`config.mk`:
```
export PLATFORM = sky130hd
export DESIGN_NAME = redund_mode_ctrl
export DESIGN_NICKNAME = d
export VERILOG_FILES = /design/src/rtl/rmc_pkg.sv /design/src/rtl/rmc_phase_timer.sv /design/src/rtl/rmc_unit_table.sv /design/src/rtl/redund_mode_ctrl.sv
export SDC_FILE = /design/constraint.sdc
export NUM_CORES = 1
export LEC_CHECK = 0
export CORE_UTILIZATION = 55
export DETAILED_ROUTE_END_ITERATION = 8
export PLACE_DENSITY_LB_ADDON = 0.3
export SETUP_SLACK_MARGIN = 0.15
export SLEW_MARGIN = 20
export SYNTH_ARGS = -nofsm -noshare
export SYNTH_HDL_FRONTEND = slang
export SYNTH_SLANG_ARGS = --single-unit
```
`constraint.sdc`:
```
create_clock -name clk -period 3.89 [get_ports clk]
set_input_delay 0.389 -clock clk [delete_from_list [all_inputs] [get_ports clk]]
set_output_delay 0.389 -clock clk [all_outputs]
set_load 0.02 [all_outputs]
```
`src/rtl/rmc_pkg.sv`:
```
package rmc_pkg;

  typedef enum logic [3:0] {
    ST_D_RUN,
    ST_D_HALT,
    ST_D_COPY,
    ST_D_REEXEC,
    ST_D_TAKE,
    ST_D_RESUME,
    ST_T_RUN,
    ST_T_VERIFY,
    ST_T_CHECK,
    ST_T_RESUME,
    ST_FAULT
  } rmc_state_e;

  typedef struct packed {
    logic halt_job;
    logic halt_all;
    logic copy_state;
    logic reexec;
    logic lt_recover;
    logic lt_selftest;
    logic arb_selfver;
    logic arb_takeover;
    logic resume;
    logic err;
  } rmc_cmd_t;

  function automatic rmc_cmd_t cmd_of(rmc_state_e s);
    rmc_cmd_t c;
    c = '0;
    case (s)
      ST_D_HALT:   c.halt_job = 1'b1;
      ST_D_COPY:   begin c.halt_job = 1'b1; c.copy_state = 1'b1; end
      ST_D_REEXEC: begin c.halt_job = 1'b1; c.reexec = 1'b1; c.lt_recover = 1'b1; end
      ST_D_TAKE:   begin c.halt_job = 1'b1; c.arb_takeover = 1'b1; c.lt_selftest = 1'b1; end
      ST_T_VERIFY: begin c.halt_all = 1'b1; c.arb_selfver = 1'b1; end
      ST_T_CHECK:  begin c.arb_takeover = 1'b1; c.lt_selftest = 1'b1; end
      ST_D_RESUME, ST_T_RESUME: c.resume = 1'b1;
      ST_FAULT:    c.err = 1'b1;
      default:     c = '0;
    endcase
    return c;
  endfunction

  // phases that wait on the completion handshake
  function automatic logic is_waiting(rmc_state_e s);
    return (s == ST_D_HALT) || (s == ST_D_COPY) || (s == ST_D_REEXEC) ||
           (s == ST_D_TAKE) || (s == ST_T_VERIFY) || (s == ST_T_CHECK);
  endfunction

  // phases in which self-test results may update the unit table
  function automatic logic is_test_window(rmc_state_e s);
    return (s == ST_D_TAKE) || (s == ST_T_VERIFY) || (s == ST_T_CHECK);
  endfunction

  function automatic logic is_voting(rmc_state_e s);
    return (s == ST_T_RUN) || (s == ST_T_VERIFY) || (s == ST_T_CHECK) ||
           (s == ST_T_RESUME);
  endfunction

endpackage

```
`src/rtl/rmc_phase_timer.sv`:
```
module rmc_phase_timer #(
  parameter int LIMIT = 256
) (
  input  logic clk,
  input  logic rst,
  input  logic restart,
  input  logic active,
  output logic expired
);
  localparam int CNT_W = (LIMIT > 2) ? $clog2(LIMIT) : 1;
  localparam logic [CNT_W-1:0] LAST = CNT_W'(LIMIT - 1);

  logic [CNT_W-1:0] cnt_q;

  always_ff @(posedge clk) begin
    if (rst || restart || !active) begin
      cnt_q <= '0;
    end else if (cnt_q != LAST) begin
      cnt_q <= cnt_q + 1'b1;
    end
  end

  assign expired = active && (cnt_q == LAST);
endmodule

```
`src/rtl/rmc_unit_table.sv`:
```
module rmc_unit_table #(
  parameter int N_UNITS = 8,
  parameter int UIDX_W  = 3
) (
  input  logic               clk,
  input  logic               rst,
  input  logic               wr_en,
  input  logic [UIDX_W-1:0]  wr_idx,
  input  logic               wr_bad,
  output logic [N_UNITS-1:0] usable
);
  for (genvar g = 0; g < N_UNITS; g++) begin : g_entry
    always_ff @(posedge clk) begin
      if (rst) begin
        usable[g] <= 1'b1;
      end else if (wr_en && (wr_idx == UIDX_W'(g))) begin
        usable[g] <= !wr_bad;
      end
    end
  end
endmodule

```
`src/rtl/redund_mode_ctrl.sv`:
```
module redund_mode_ctrl
  import rmc_pkg::*;
#(
  parameter int N_UNITS     = 8,
  parameter int TIMEOUT_CYC = 256,
  parameter int UIDX_W      = (N_UNITS > 1) ? $clog2(N_UNITS) : 1
) (
  input  logic               clk,
  input  logic               rst,
  input  logic               mode_sw_req,
  input  logic               mode_sw_to_triple,
  input  logic               arb_req,
  input  logic               perm_fault,
  input  logic               phase_done,
  input  logic               selfver_pass,
  input  logic               st_res_valid,
  input  logic [UIDX_W-1:0]  st_res_unit,
  input  logic               st_res_bad,
  output logic               mode_triple,
  output logic               halt_job,
  output logic               halt_all,
  output logic               copy_state,
  output logic               reexec,
  output logic               lt_recover,
  output logic               lt_selftest,
  output logic               arb_selfver,
  output logic               arb_takeover,
  output logic               resume,
  output logic               err,
  output logic [N_UNITS-1:0] unit_usable
);

  rmc_state_e state_q, state_d;
  rmc_cmd_t   cmd_q;
  logic       mode_q;
  logic       expired;

  always_comb begin
    state_d = state_q;
    case (state_q)
      ST_D_RUN: begin
        if (perm_fault)                             state_d = ST_D_TAKE;
        else if (arb_req)                           state_d = ST_D_HALT;
        else if (mode_sw_req && mode_sw_to_triple)  state_d = ST_T_RUN;
      end
      ST_D_HALT: begin
        if (phase_done)   state_d = ST_D_COPY;
        else if (expired) state_d = ST_FAULT;
      end
      ST_D_COPY: begin
        if (phase_done)   state_d = ST_D_REEXEC;
        else if (expired) state_d = ST_FAULT;
      end
      ST_D_REEXEC, ST_D_TAKE: begin
        if (phase_done)   state_d = ST_D_RESUME;
        else if (expired) state_d = ST_FAULT;
      end
      ST_D_RESUME: state_d = ST_D_RUN;
      ST_T_RUN: begin
        if (perm_fault)                              state_d = ST_T_VERIFY;
        else if (mode_sw_req && !mode_sw_to_triple)  state_d = ST_D_RUN;
      end
      ST_T_VERIFY: begin
        if (phase_done)   state_d = selfver_pass ? ST_T_CHECK : ST_T_RESUME;
        else if (expired) state_d = ST_FAULT;
      end
      ST_T_CHECK: begin
        if (phase_done)   state_d = ST_T_RESUME;
        else if (expired) state_d = ST_FAULT;
      end
      ST_T_RESUME: state_d = ST_T_RUN;
      ST_FAULT:    state_d = ST_FAULT;
      default:     state_d = ST_FAULT;
    endcase
  end

  rmc_phase_timer #(.LIMIT(TIMEOUT_CYC)) timer_i (
    .clk     (clk),
    .rst     (rst),
    .restart (state_d != state_q),
    .active  (is_waiting(state_q)),
    .expired (expired)
  );

  rmc_unit_table #(.N_UNITS(N_UNITS), .UIDX_W(UIDX_W)) table_i (
    .clk    (clk),
    .rst    (rst),
    .wr_en  (st_res_valid && is_test_window(state_q)),
    .wr_idx (st_res_unit),
    .wr_bad (st_res_bad),
    .usable (unit_usable)
  );

  // outputs registered from the next-state decode: aligned with state_q
  always_ff @(posedge clk) begin
    if (rst) begin
      state_q <= ST_D_RUN;
      cmd_q   <= '0;
      mode_q  <= 1'b0;
    end else begin
      state_q <= state_d;
      cmd_q   <= cmd_of(state_d);
      if (state_d != ST_FAULT) mode_q <= is_voting(state_d);
    end
  end

  assign mode_triple  = mode_q;
  assign halt_job     = cmd_q.halt_job;
  assign halt_all     = cmd_q.halt_all;
  assign copy_state   = cmd_q.copy_state;
  assign reexec       = cmd_q.reexec;
  assign lt_recover   = cmd_q.lt_recover;
  assign lt_selftest  = cmd_q.lt_selftest;
  assign arb_selfver  = cmd_q.arb_selfver;
  assign arb_takeover = cmd_q.arb_takeover;
  assign resume       = cmd_q.resume;
  assign err          = cmd_q.err;

endmodule

```
==> results.json, run 1 <==
{
  "dp_hpwl_mm": 2.62,
  "rsz0062_at_grt": "false",
  "core_area_mm2": 0.00278,
  "grt_max_degree": 17,
  "clk_pin_slew_ps": 140,
  "reg2reg_setup_slack_ps": 1430,
  "max_freq_mhz": 406,
  "final_nets": 220,
  "powerDensity_mw_per_mm2": 566,
  "drtAntennaViolNets": 0,
  "fp.dieW_um": 56.6,
  "holdPathStages": 2,
  "clockBufferDepth": 2,
  "diodes": 0,
  "arrival_ps": 2700,
  "min_from": "table_i.usable[7]",
  "via_count": 1431,
  "slew_violations": 0,
  "initial_core_util_pct": 59.0,
  "netSwitchingPower_w": 0.000460,
  "drt-initial-drc-count": 72,
  "cts_tree": "done",
  "cp-end-kind": "register",
  "synth_ff_type": "dfxtp_1",
  "wl_mm": 3.53,
  "cts_buffers": 3,
  "grt_pass1_vias": 1401,
  "grt_overflow": 0,
  "htree_num_levels": 1,
  "post-route-drc-count": 0,
  "reg_top3": "table_i.usable x8, timer_i.cnt_q x8, state_q x4",
  "ir_drop_mv": 0.508,
  "p_leak_nw": 0.728,
  "pwr-share-seq_pct": 36.6,
  "placed_cells": 232,
  "crit_fanout": 16,
  "synth-edff-count": 0,
  "r2r_cells": 5,
  "fin_crit_sh_pct": 63.3,
  "slew_headroom_pct": 59.3,
  "ys_seq_area_share_pct": 34.2,
  "gp_congestion": 0.871,
  "status": "finished, final reports clean",
  "routedWlPerCell_um": 15.0,
  "area.sequential_um2": 561,
  "yosysUniqueCellTypes": 58,
  "worst_hold_slack_ps": 506,
  "power.internal_w": 0.000624,
  "dieArea_mm2": 0.00320,
  "root_buffer": "clkbuf_4",
  "worst_slew_pin_slew_ps": 609,
  "drive_above_1_share_pct": 6.86,
  "port_buffers": 31,
  "timing.rr.start": "state_q[1]",
  "power_frac_comb_pct": 53.0,
  "antenna_found_initial": 0,
  "synthToLayoutAreaGrowth_pct": 16.7,
  "syn_inst": 183,
  "grt.total_usage_pct": 23.4,
  "setup_viol": 0,
  "r2r_end": "timer_i.cnt_q[7]",
  "power.share.clock_pct": 10.4,
  "clock_latency_ps": 320,
  "die_h_um": 56.6,
  "ys_seq_elements": 28,
  "synth_fp_nets": 197,
  "timing.final.ws_setup_ps": 1430,
  "ios": 32,
  "synth_area_per_cell_um2": 8.96,
  "routed_via_density": 6.09,
  "synthArstFlopShare_pct": 0,
  "grt_pass1_wl_mm": 6.02,
  "hold_viol": 0,
  "worstSetupStartpointType": "register",
  "cts_sinks": 28,
  "min_path_type": "register to register",
  "post_cts_resized": 0,
  "netlist_area_mm2": 0.00164,
  "hold_buffers": 0,
  "post-place-ws_ps": 1210,
  "cts_setup_buffers": 0,
  "required_ps": 4120,
  "multi_input_area_um2": 960,
  "dr.pass1.iters": 4,
  "final_area_mm2": 0.00191,
  "setup_tns_ps": 0,
  "hold_path_end": "table_i.usable[7]",
  "ys_warn_count": 0,
  "switching_share_pct": 42.4,
  "worst-setup-path-type": "register to register",
  "nFillCells": 235,
  "row_count": 19,
  "dpl_cell_area_mm2": 0.00189,
  "fin_cells": 235,
  "skew_ps": 12.9,
  "post-route-min-period_ps": 2460,
  "cap_violations": 0
}
power by group through the flow:
stage	logic [W]	registers [W]	clock network [W]
2_1_floorplan	0.000441	0.000397	0
3_3_place_gp	0.000553	0.000399	0
3_5_place_dp	0.000566	0.000401	0
4_1_cts	0.000571	0.000395	0.000117
5_1_grt	0.000622	0.000405	0.000126
6_report	0.000575	0.000397	0.000113
through the flow:
| step | util (%) | power (W) |
|---|---|---|
| detailed placement | 68.0 | 0.000967 |
| CTS | 68.8 | 0.00108 |
| global placement | 68.0 | 0.000953 |
| floorplan | - | 0.000838 |
| global route | 68.8 | 0.00115 |
| finish | 68.8 | 0.00108 |
metal layers:
layer,GRT usage (%),routed length (um)
met1,28.4,1580
met2,40.5,1700
met3,5.99,232
met4,6.97,17
met5,0,0
synthesized netlist by cell type (3+ instances only):
library cell,instances,area (um^2)
dfxtp_1,28,561
a21oi_1,7,35.0
nand4_1,3,18.8
nand2b_1,3,18.8
o21ai_0,9,45.0
nor2b_1,3,18.8
o211ai_1,5,37.5
inv_1,6,22.5
nand3b_1,4,30.0
nand2_1,17,63.8
nor3_1,7,35.0
buf_6,4,45.0
o311ai_0,3,26.3
a21o_1,4,30.0
buf_2,3,15.0
nor3b_1,6,45.0
nor2_1,12,45.0
mux2i_1,3,30.0
nand3_1,5,25.0
xnor2_1,4,35.0
buf_4,3,22.5
placed cells by master (no fill, tap or decap), types with 2 or more instances in the layout:
| cell type | Yosys | final |
|---|---|---|
| nor3_1 | 7 | 7 |
| and3b_1 | 2 | 2 |
| nand4_1 | 3 | 3 |
| and3_1 | 2 | 2 |
| nor2_1 | 12 | 12 |
| nor2b_1 | 3 | 3 |
| nand2b_1 | 3 | 3 |
| and4_1 | 2 | 2 |
| and2b_1 | 2 | 2 |
| o211ai_1 | 5 | 5 |
| nand3_1 | 5 | 5 |
| mux2i_1 | 3 | 3 |
| nand2_1 | 17 | 17 |
| clkdlybuf4s50_1 | 0 | 31 |
| nand3b_1 | 4 | 4 |
| dfxtp_1 | 28 | 28 |
| xor2_1 | 2 | 2 |
| clkbuf_4 | 1 | 3 |
| xnor2_1 | 4 | 4 |
| o21ai_0 | 9 | 9 |
| a21oi_1 | 7 | 7 |
| inv_1 | 6 | 6 |
| nor3b_1 | 6 | 6 |
| o31ai_1 | 2 | 2 |
| nor4_1 | 2 | 2 |
| o311ai_0 | 3 | 3 |
| a21o_1 | 4 | 4 |
how the worst max path moves through the flow:
stage               startpoint  cells after the start                 to
floorplan           state_q[1]                      8  table_i.usable[0]
finish              state_q[1]                      5   timer_i.cnt_q[7]
detailed placement  phase_done                      7   timer_i.cnt_q[7]
global placement    phase_done                      7   timer_i.cnt_q[7]
global route        state_q[1]                      6   timer_i.cnt_q[7]
CTS                 state_q[1]                      5   timer_i.cnt_q[7]
worst max-delay path, cell delays in order, from the launching register on:
cell and delay [ps]:
dfxtp_1 730, nor2_1 260, a41o_1 320, a221oi_4 520, xnor2_2 250, a2111oi_4 310
cell families (layout without fill, tap and decap cells):
group,count (synthesis),count (layout),synth area share [%]
flops,28,28,34.2
fa+ha+maj,1,1,0.763
mux,3,3,1.83
compound gates,45,45,22.7
simple gates,80,80,29.0
xor+xnor,7,7,4.20
buf+inv,19,40,7.32
cell type report:
| class | instances | share of cell area, % |
|---|---|---|
| tap | 31 | 2.03 |
| clock buffer | 3 | 1.18 |
| inverter | 6 | 1.18 |
| timing repair buffer | 31 | 16.2 |
| sequential | 28 | 29.3 |
| multi-input combinational | 136 | 50.1 |
Note: power is estimated with default switching activity, not from simulation.
==> run 2: changes to the inputs <==
- CORE_UTILIZATION: 55 -> 51
- clock period: 3.89 -> 2.4 ns (I/O delays scaled with it)
==> run 2 against run 1 <==
Against the previous run: design area up 6.3%; routed wire length up 6.3%; largest power group unchanged; register-to-register slack worse by 1100 ps; non-clock buffer count up 8; global-route usage up 0.17 points; clock skew down 1.0 ps; first-iteration DRC count down 39%; sequential share of layout area down 1.6 points; combinational power up 77%.
==> results.json, run 2 (synthesized netlist as in run 1, its figures left out) <==
{
  "dpl_cell_area_mm2": 0.00197,
  "cts_buffers": 3,
  "cts_tree": "done",
  "clk_pin_slew_ps": 150,
  "r2r_cells": 6,
  "fin_cells": 257,
  "routed_via_density": 5.73,
  "power.share.clock_pct": 15.6,
  "pwr-share-seq_pct": 32.2,
  "wl_mm": 3.75,
  "final_common_cell": "clkdlybuf4s50_1",
  "cts_setup_buffers": 0,
  "switching_share_pct": 40.0,
  "post_cts_resized": 0,
  "dr.pass1.iters": 5,
  "placed_cells": 253,
  "post-place-ws_ps": 163,
  "power.internal_w": 0.00117,
  "root_buffer": "clkbuf_4",
  "htree_num_levels": 1,
  "arrival_ps": 2370,
  "routedWlPerCell_um": 14.6,
  "port_buffers": 31,
  "reg_top3": "table_i.usable x8, timer_i.cnt_q x8, state_q x4",
  "timing.final.ws_setup_ps": 287,
  "final_area_mm2": 0.00203,
  "dp_hpwl_mm": 2.76,
  "hold_path_end": "table_i.usable[0]",
  "row_count": 20,
  "gp_congestion": 0.932,
  "multi_input_area_um2": 971,
  "fp.dieW_um": 58.7,
  "grt.total_usage_pct": 23.6,
  "cap_violations": 0,
  "min_path_type": "register to register",
  "clock_latency_ps": 330,
  "drtAntennaViolNets": 0,
  "final_cell_mix": "31 x clkdlybuf4s50_1, 26 x dfxtp_1, 17 x nand2_1",
  "p_leak_nw": 0.783,
  "dieArea_mm2": 0.00345,
  "post-route-drc-count": 0,
  "grt_max_degree": 17,
  "ios": 32,
  "hold_viol": 0,
  "grt_overflow": 0,
  "power_frac_comb_pct": 52.2,
  "area.sequential_um2": 563,
  "worstSetupStartpointType": "register",
  "slew_headroom_pct": 66.6,
  "crit_fanout": 8,
  "netSwitchingPower_w": 0.000784,
  "hold_buffers": 0,
  "timing.rr.start": "timer_i.cnt_q[2]",
  "grt_pass1_wl_mm": 6.26,
  "max_freq_mhz": 473,
  "powerDensity_mw_per_mm2": 962,
  "min_from": "table_i.usable[0]",
  "holdPathStages": 2,
  "diodes": 0,
  "rsz0062_at_grt": "false",
  "ir_drop_mv": 0.695,
  "skew_ps": 11.9,
  "worst_slew_pin_slew_ps": 499,
  "via_count": 1473,
  "drive_above_1_share_pct": 13.6,
  "required_ps": 2660,
  "clockBufferDepth": 2,
  "status": "finished, final reports clean",
  "finalPower_w": 0.00196,
  "nFillCells": 272,
  "r2r_end": "halt_job",
  "die_h_um": 58.7,
  "reg2reg_setup_slack_ps": 290,
  "slew_violations": 0,
  "worst-setup-path-type": "register to register",
  "setup_viol": 0,
  "grt_pass1_vias": 1379,
  "final_nets": 228,
  "cp-end-kind": "register",
  "cts_sinks": 28,
  "post-route-min-period_ps": 2110,
  "fin_crit_sh_pct": 88.0,
  "setup_tns_ps": 0,
  "initial_core_util_pct": 53.7,
  "drt-initial-drc-count": 44,
  "core_area_mm2": 0.00305,
  "antenna_found_initial": 0,
  "synthToLayoutAreaGrowth_pct": 24.0
}
run 2: per-stage QoR:
| step | hold slack (ps) | utilization (%) |
|---|---|---|
| 4_1_cts | 500 | 66.2 |
| 2_1_floorplan | 369 | - |
| 3_3_place_gp | 457 | 64.5 |
| 6_report | 493 | 66.6 |
| 5_1_grt | 518 | 66.6 |
| 3_5_place_dp | 464 | 64.5 |
run 2: final cells by class:
type | count | area share, %
multi-input cells | 136 | 47.7
flip-flops and latches | 28 | 27.7
well taps | 44 | 2.71
clock inverters | 1 | 1.48
inverters | 6 | 1.11
clock buffers | 3 | 1.11
repair buffers | 39 | 18.2
run 2: worst max-delay path, stage by stage (launching register included):
cell and delay, ps:
dfxtp_1 430, and4_2 340, nand4_4 210, a311o_1 390, nand2b_4 160, a2111o_1 370, a21oi_1 150
run 2: power groups by stage:
stage / Clock (W) / Sequential (W) / Combinational [W]
global route: 0.000334 / 0.000641 / 0.00110
CTS: 0.000315 / 0.000621 / 0.00101
finish: 0.000306 / 0.000629 / 0.00102
floorplan: 0 / 0.000643 / 0.000715
global placement: 0 / 0.000626 / 0.000971
detailed placement: 0 / 0.000630 / 0.00100
run 2: metal layers:
layer | global-route usage [%] | wire [um]
met2 | 41.1 | 1860
met1 | 30.5 | 1710
met3 | 3.74 | 173
met5 | 0 | 0
met4 | 6.12 | 12
run 2: how the worst max path moves through the flow:
stage	from	endpoint	slack [ps]	cells after the start
after floorplan	state_q[1]	table_i.usable[0]	490	8
after global placement	state_q[0]	table_i.usable[0]	250	6
final	timer_i.cnt_q[2]	halt_job	290	6
after global routing	timer_i.cnt_q[2]	halt_job	170	6
after CTS	state_q[0]	halt_job	180	7
after detailed placement	phase_done	timer_i.cnt_q[6]	160	8
